File: config.mk
export PLATFORM = sky130hd
export DESIGN_NAME = xcvr_rst_seq
export DESIGN_NICKNAME = d
export VERILOG_FILES = /design/src/rtl/xcvr_rst_pkg.sv /design/src/rtl/xrs_sync.sv /design/src/rtl/xrs_timer.sv /design/src/rtl/xrs_fsm.sv /design/src/rtl/xcvr_rst_seq.sv
export SDC_FILE = /design/constraint.sdc
export NUM_CORES = 1
export LEC_CHECK = 0
export ABC_CLOCK_PERIOD_IN_PS = 2000
export BUFFER_PORTS_ARGS = -buffer_cell sky130_fd_sc_hd__buf_4
export CAP_MARGIN = 20
export CORE_AREA = 2 2 60 62
export DETAILED_ROUTE_END_ITERATION = 10
export DIE_AREA = 0 0 62 64
export GPL_ROUTABILITY_DRIVEN = 0
export PLACE_DENSITY = 0.58
export SYNTH_ARGS = -nofsm -noshare
export SYNTH_HDL_FRONTEND = slang
export SYNTH_SLANG_ARGS = --single-unit
File: constraint.sdc
create_clock -name clk -period 2 [get_ports clk]
set_input_delay 0.1 -clock clk [delete_from_list [all_inputs] [get_ports clk]]
set_output_delay 0.1 -clock clk [all_outputs]
set_load 0.1 [all_outputs]
File: src/rtl/xcvr_rst_pkg.sv
package xcvr_rst_pkg;

    // Sequencer phases, in release order.
    typedef enum logic [2:0] {
        ST_PWRDN     = 3'd0,
        ST_WAIT_PLL  = 3'd1,
        ST_WAIT_IDLE = 3'd2,
        ST_WAIT_FLK  = 3'd3,
        ST_SETTLE    = 3'd4,
        ST_RUN       = 3'd5
    } seq_state_e;

    // The four reset controls, all active high.
    typedef struct packed {
        logic pll_pd;
        logic tx_dig;
        logic rx_ana;
        logic rx_dig;
    } rst_outs_t;

    // Synchronized status bundle seen by the state machine.
    typedef struct packed {
        logic lock;
        logic busy;
        logic flk_all;
        logic data;
    } status_t;

    // Timer request issued by the state machine each cycle.
    typedef struct packed {
        logic clr;
        logic inc;
    } tmr_req_t;

    localparam rst_outs_t RST_ALL_ON = '{pll_pd: 1'b1, tx_dig: 1'b1, rx_ana: 1'b1, rx_dig: 1'b1};

    function automatic int unsigned max3(input int unsigned a, input int unsigned b,
                                         input int unsigned c);
        int unsigned m;
        m = (a > b) ? a : b;
        return (m > c) ? m : c;
    endfunction

    // Output pattern for a given phase; each stage stays held until its own phase.
    function automatic rst_outs_t decode_outs(input seq_state_e s);
        rst_outs_t o;
        o.pll_pd = (s == ST_PWRDN);
        o.tx_dig = (s == ST_PWRDN) || (s == ST_WAIT_PLL);
        o.rx_ana = o.tx_dig || (s == ST_WAIT_IDLE);
        o.rx_dig = (s != ST_RUN);
        return o;
    endfunction

endpackage

File: src/rtl/xrs_sync.sv
module xrs_sync #(
    parameter int WIDTH  = 1,
    parameter int STAGES = 2
) (
    input  logic             clk,
    input  logic             rst,
    input  logic [WIDTH-1:0] d,
    output logic [WIDTH-1:0] q
);

    logic [WIDTH-1:0] pipe [STAGES];

    generate
        for (genvar s = 0; s < STAGES; s++) begin : g_stage
            if (s == 0) begin : g_first
                always_ff @(posedge clk) begin
                    if (rst) pipe[0] <= '0;
                    else     pipe[0] <= d;
                end
            end else begin : g_next
                always_ff @(posedge clk) begin
                    if (rst) pipe[s] <= '0;
                    else     pipe[s] <= pipe[s-1];
                end
            end
        end
    endgenerate

    assign q = pipe[STAGES-1];

endmodule

File: src/rtl/xrs_timer.sv
module xrs_timer #(
    parameter int CNT_W = 8
) (
    input  logic             clk,
    input  logic             rst,
    input  logic             clr,
    input  logic             inc,
    output logic [CNT_W-1:0] count
);

    always_ff @(posedge clk) begin
        if (rst || clr) count <= '0;
        else if (inc)   count <= count + 1'b1;
    end

endmodule

File: src/rtl/xrs_fsm.sv
module xrs_fsm
    import xcvr_rst_pkg::*;
#(
    parameter int PWRDN_CYCLES    = 32,
    parameter int IDLE_GAP_CYCLES = 2,
    parameter int SETTLE_CYCLES   = 64,
    parameter int CNT_W           = 7
) (
    input  logic             clk,
    input  logic             rst,
    input  status_t          st_in,
    input  logic [CNT_W-1:0] count,
    output tmr_req_t         tmr,
    output rst_outs_t        outs
);

    localparam logic [CNT_W-1:0] PD_LAST  = CNT_W'(PWRDN_CYCLES - 1);
    localparam logic [CNT_W-1:0] GAP_LAST = CNT_W'(IDLE_GAP_CYCLES - 1);
    localparam logic [CNT_W-1:0] SET_LAST = CNT_W'(SETTLE_CYCLES - 1);

    seq_state_e state_q, state_n;

    always_comb begin
        state_n = state_q;
        tmr     = '{clr: 1'b0, inc: 1'b0};
        unique case (state_q)
            ST_PWRDN: begin
                if (count == PD_LAST) begin
                    state_n = ST_WAIT_PLL;
                    tmr.clr = 1'b1;
                end else begin
                    tmr.inc = 1'b1;
                end
            end
            ST_WAIT_PLL: begin
                if (st_in.lock) begin
                    state_n = ST_WAIT_IDLE;
                    tmr.clr = 1'b1;
                end
            end
            ST_WAIT_IDLE: begin
                if (!st_in.lock) begin
                    state_n = ST_PWRDN;
                    tmr.clr = 1'b1;
                end else if (st_in.busy) begin
                    tmr.clr = 1'b1;
                end else if (count == GAP_LAST) begin
                    state_n = ST_WAIT_FLK;
                    tmr.clr = 1'b1;
                end else begin
                    tmr.inc = 1'b1;
                end
            end
            ST_WAIT_FLK: begin
                if (!st_in.lock) begin
                    state_n = ST_PWRDN;
                    tmr.clr = 1'b1;
                end else if (st_in.flk_all) begin
                    state_n = ST_SETTLE;
                    tmr.clr = 1'b1;
                end
            end
            ST_SETTLE: begin
                if (!st_in.lock) begin
                    state_n = ST_PWRDN;
                    tmr.clr = 1'b1;
                end else if (!st_in.flk_all) begin
                    state_n = ST_WAIT_FLK;
                    tmr.clr = 1'b1;
                end else if (count >= SET_LAST) begin
                    if (st_in.data) begin
                        state_n = ST_RUN;
                        tmr.clr = 1'b1;
                    end
                end else begin
                    tmr.inc = 1'b1;
                end
            end
            ST_RUN: begin
                if (!st_in.lock) begin
                    state_n = ST_PWRDN;
                    tmr.clr = 1'b1;
                end else if (!st_in.flk_all) begin
                    state_n = ST_WAIT_FLK;
                    tmr.clr = 1'b1;
                end
            end
            default: begin
                state_n = ST_PWRDN;
                tmr.clr = 1'b1;
            end
        endcase
    end

    always_ff @(posedge clk) begin
        if (rst) begin
            state_q <= ST_PWRDN;
            outs    <= RST_ALL_ON;
        end else begin
            state_q <= state_n;
            outs    <= decode_outs(state_n);
        end
    end

endmodule

File: src/rtl/xcvr_rst_seq.sv
module xcvr_rst_seq
    import xcvr_rst_pkg::*;
#(
    parameter int NUM_CH          = 4,
    parameter int SYNC_STAGES     = 2,
    parameter int PWRDN_CYCLES    = 32,
    parameter int IDLE_GAP_CYCLES = 2,
    parameter int SETTLE_CYCLES   = 64
) (
    input  logic              clk,
    input  logic              rst,
    input  logic              pll_lock_i,
    input  logic              cfg_busy_i,
    input  logic [NUM_CH-1:0] freq_lock_i,
    input  logic              rx_data_present_i,
    output logic              tx_pll_pd_o,
    output logic              tx_dig_rst_o,
    output logic              rx_ana_rst_o,
    output logic              rx_dig_rst_o
);

    localparam int SYNC_W = NUM_CH + 3;
    localparam int CNT_MAX = max3(PWRDN_CYCLES, IDLE_GAP_CYCLES, SETTLE_CYCLES);
    localparam int CNT_W = $clog2(CNT_MAX + 1);

    logic [SYNC_W-1:0] raw_vec, sync_vec;
    logic              lock_s, busy_s, data_s;
    logic [NUM_CH-1:0] flock_s;
    status_t           st_bus;
    tmr_req_t          tmr;
    logic [CNT_W-1:0]  count;
    rst_outs_t         outs;

    assign raw_vec = {rx_data_present_i, freq_lock_i, cfg_busy_i, pll_lock_i};

    xrs_sync #(.WIDTH(SYNC_W), .STAGES(SYNC_STAGES)) sync_i (
        .clk (clk),
        .rst (rst),
        .d   (raw_vec),
        .q   (sync_vec)
    );

    assign lock_s  = sync_vec[0];
    assign busy_s  = sync_vec[1];
    assign flock_s = sync_vec[NUM_CH+1:2];
    assign data_s  = sync_vec[NUM_CH+2];

    // Bonded group: all channels must report lock together.
    assign st_bus = '{lock: lock_s, busy: busy_s, flk_all: &flock_s, data: data_s};

    xrs_timer #(.CNT_W(CNT_W)) timer_i (
        .clk   (clk),
        .rst   (rst),
        .clr   (tmr.clr),
        .inc   (tmr.inc),
        .count (count)
    );

    xrs_fsm #(
        .PWRDN_CYCLES    (PWRDN_CYCLES),
        .IDLE_GAP_CYCLES (IDLE_GAP_CYCLES),
        .SETTLE_CYCLES   (SETTLE_CYCLES),
        .CNT_W           (CNT_W)
    ) fsm_i (
        .clk   (clk),
        .rst   (rst),
        .st_in (st_bus),
        .count (count),
        .tmr   (tmr),
        .outs  (outs)
    );

    assign tx_pll_pd_o  = outs.pll_pd;
    assign tx_dig_rst_o = outs.tx_dig;
    assign rx_ana_rst_o = outs.rx_ana;
    assign rx_dig_rst_o = outs.rx_dig;

endmodule

==> summary.txt <==
DR vias/cell - 5.22
most common cell after layout, fill and taps aside - dfxtp_1
clock latency on the worst-skew pair - 0.34 ns
WS Path Type - reg2reg
Starting Density - 39.4%
Fin Clk Skew - 0.00382 ns
CTS sink count - 28
Max transition margin - 69.3%
io pins - 13
Peak VDD IR - 0.354 mV
Setup Fix Bufs, Post-CTS - 0
power density cells - 665 nW/um^2
Period minus WS final - 1.90 ns
Worst Path Required - 2.29 ns
Max Clk Rate - 526 MHz
Top FF cell, synth - dfxtp_1
CTS tree - yes
port bufs - 12
Core Box Area - 3280 sq um
largest net degree at the start of global routing - 19
post-synthesis sequential area ratio - 43.4%
vias - 1049
worst reg2reg path depth - 6
initial antenna violation count - 0
global-route wire length before repair - 4480 microns
hold path depth - 2
Post-Syn Nets - 146
crit path DAT - 2.19 ns
DR DRC count - 0
die width - 62 microns
Final setup violation count - 0
CP peak stage delay - 0.40 ns
post-synthesis cell count - 135
Max-Cap Viols - 0
remaining antenna violation count - 0
Yosys warnings - 0
outcome - completed
worst slew pin tran - 0.459 ns
Synth cell types - 45
Yosys reg bits - 28
Clock Root Buffer - clkbuf_4
endpoints failing hold - 0
Die H - 64 microns
Die Area - 3970 sq um
residual overflow from global routing - 0
Area growth syn-to-layout - 20.0%
maximum root-to-sink buffer count - 2
Global Route Usage Sum - 14.6%
Final Max Slew Viols - 0
Total Wirelength - 2430 microns
worst-path cell chain - ha_1 -> a21o_1 -> a31o_4 -> or2_1 -> a211o_1 -> a21oi_2
row count - 21
TNS Setup - 0 ns
cts bufs inserted - 3
asr flop ratio synth - 0%
clock transition at the registers of the reported paths - 0.15 ns
Netlist Area Pre-Place - 1290 sq um
Worst Hold Class - in2reg
fraction of layout cells with a size suffix above 1 - 22.6%
Tcrit/Tclk final - 95.1%
Syn Area/Cell - 9.57 sq um
Static Leak - 0.000576 uW
Iteration-0 DRC Markers - 44
worst-path fanout max - 7
CP max-delay cell - dfxtp_1
Post-synth EDFFs - 0
fin nets - 167
vias in the first global route - 1055
Final Util - 47.2%
hpwl dp - 1720 microns
unrepaired setup endpoints after global routing - false
Worst Setup Start Kind - register
crit path capture type - register
Filler Cells Inserted - 317
antenna diode count - 0
DRT Pass-1 Iters - 4
Routed WL per cell - 12.1 microns
most frequent cells in the layout - 28 x dfxtp_1, 17 x buf_4, 16 x nor2b_1, 7 x nor2_1, 7 x dlygate4sd3_1
H-tree levels - 1
-- final timing paths --
| check | start | endpoint | slack (ns) |
|---|---|---|---|
| worst min-delay path | rst | sync_i.pipe[1][6]$_SDFF_PP0_ | 0.05 |
| worst max register to register | timer_i.count[0]$_SDFFE_PP0P_ | timer_i.count[3]$_SDFFE_PP0P_ | 0.1 |
| worst max-delay path | timer_i.count[0]$_SDFFE_PP0P_ | timer_i.count[3]$_SDFFE_PP0P_ | 0.1 |
| worst min register to register | sync_i.pipe[0][6]$_SDFF_PP0_ | sync_i.pipe[1][6]$_SDFF_PP0_ | 0.45 |
-- registers in the layout (all words and copies together), names as in the netlist --
name	count
fsm_i.outs	4
timer_i.count	7
sync_i.pipe	14
fsm_i.state_q	3
-- report_power, final --
group,internal [uW],switching [uW],total [uW]
Clock,203,170,373
Sequential,576,11.2,587
Combinational,41.2,30.3,71.5
-- synthesized netlist by cell type (all sizes together) (3+ instances only) --
cell type	count	share of area, %
nand3	6	2.3
nand4	5	3.6
o21ai	6	2.3
a21oi	8	4.3
nand2	4	1.2
a211o	5	3.4
o31a	3	2.3
clkbuf	4	1.3
nor2b	16	7.7
buf	4	2.5
dfxtp	28	43
nor2	7	2.0
nor3	4	1.9
inv	4	1.2
-- layout make-up --
class                      instances  area [sq um]  share of cell area [%]
multi-input combinational         95           668                    43.1
sequential                        28           561                    36.1
timing repair buffer              24           198                    12.7
tap                               46          57.6                    3.71
clock inverter                     1          30.0                    1.94
clock buffer                       3          22.5                    1.45
inverter                           4          15.0                   0.968
-- metal layers --
| layer | vias to the layer above | GRT usage [%] | part of all wire (%) |
|---|---|---|---|
| li1 | 531 | - | - |
| met1 | 490 | 17.9 | 46 |
| met4 | 0 | 5.59 | 1.8 |
| met2 | 23 | 24.5 | 49 |
| met5 | - | 0 | 0 |
| met3 | 5 | 2.43 | 3.3 |
-- critical path, delay by kind of cell, from the launching register on --
kind,cells,cell delay [ns]
compound gates,4,0.89
fa+ha+maj,1,0.24
flops,1,0.40
simple gates,1,0.32
-- timing repair --
item | CTS | global route
hold endpoints to repair | 7 | 0
resized for setup | 0 | 1
endpoints found under the setup margin | 0 | 4
hold buffers | 7 | 0
-- cells by family after synthesis --
family                   synth area share (%)
adder cells (fa/ha/maj)                  1.94
buffers and inverters                    4.94
flip-flops                               43.4
AO/OA/AOI/OAI                            24.4
AND/OR/NAND/NOR                          25.4
-- stage by stage --
stage / instances / total power, uW / cell area, sq um / setup WS (ns) / hold slack, ns
after floorplan: 135 / 635 / 1290 / 0.144 / 0.172
after global placement: 190 / 657 / 1430 / 0.167 / 0.309
after detailed placement: 190 / 660 / 1430 / 0.0919 / 0.318
after CTS: 201 / 1040 / 1550 / 0.0593 / 0.0450
after global routing: 201 / 1070 / 1550 / 0.0150 / 0.0374
final: 201 / 1030 / 1550 / 0.0980 / 0.0491
Note: power is estimated with default switching activity, not from simulation.
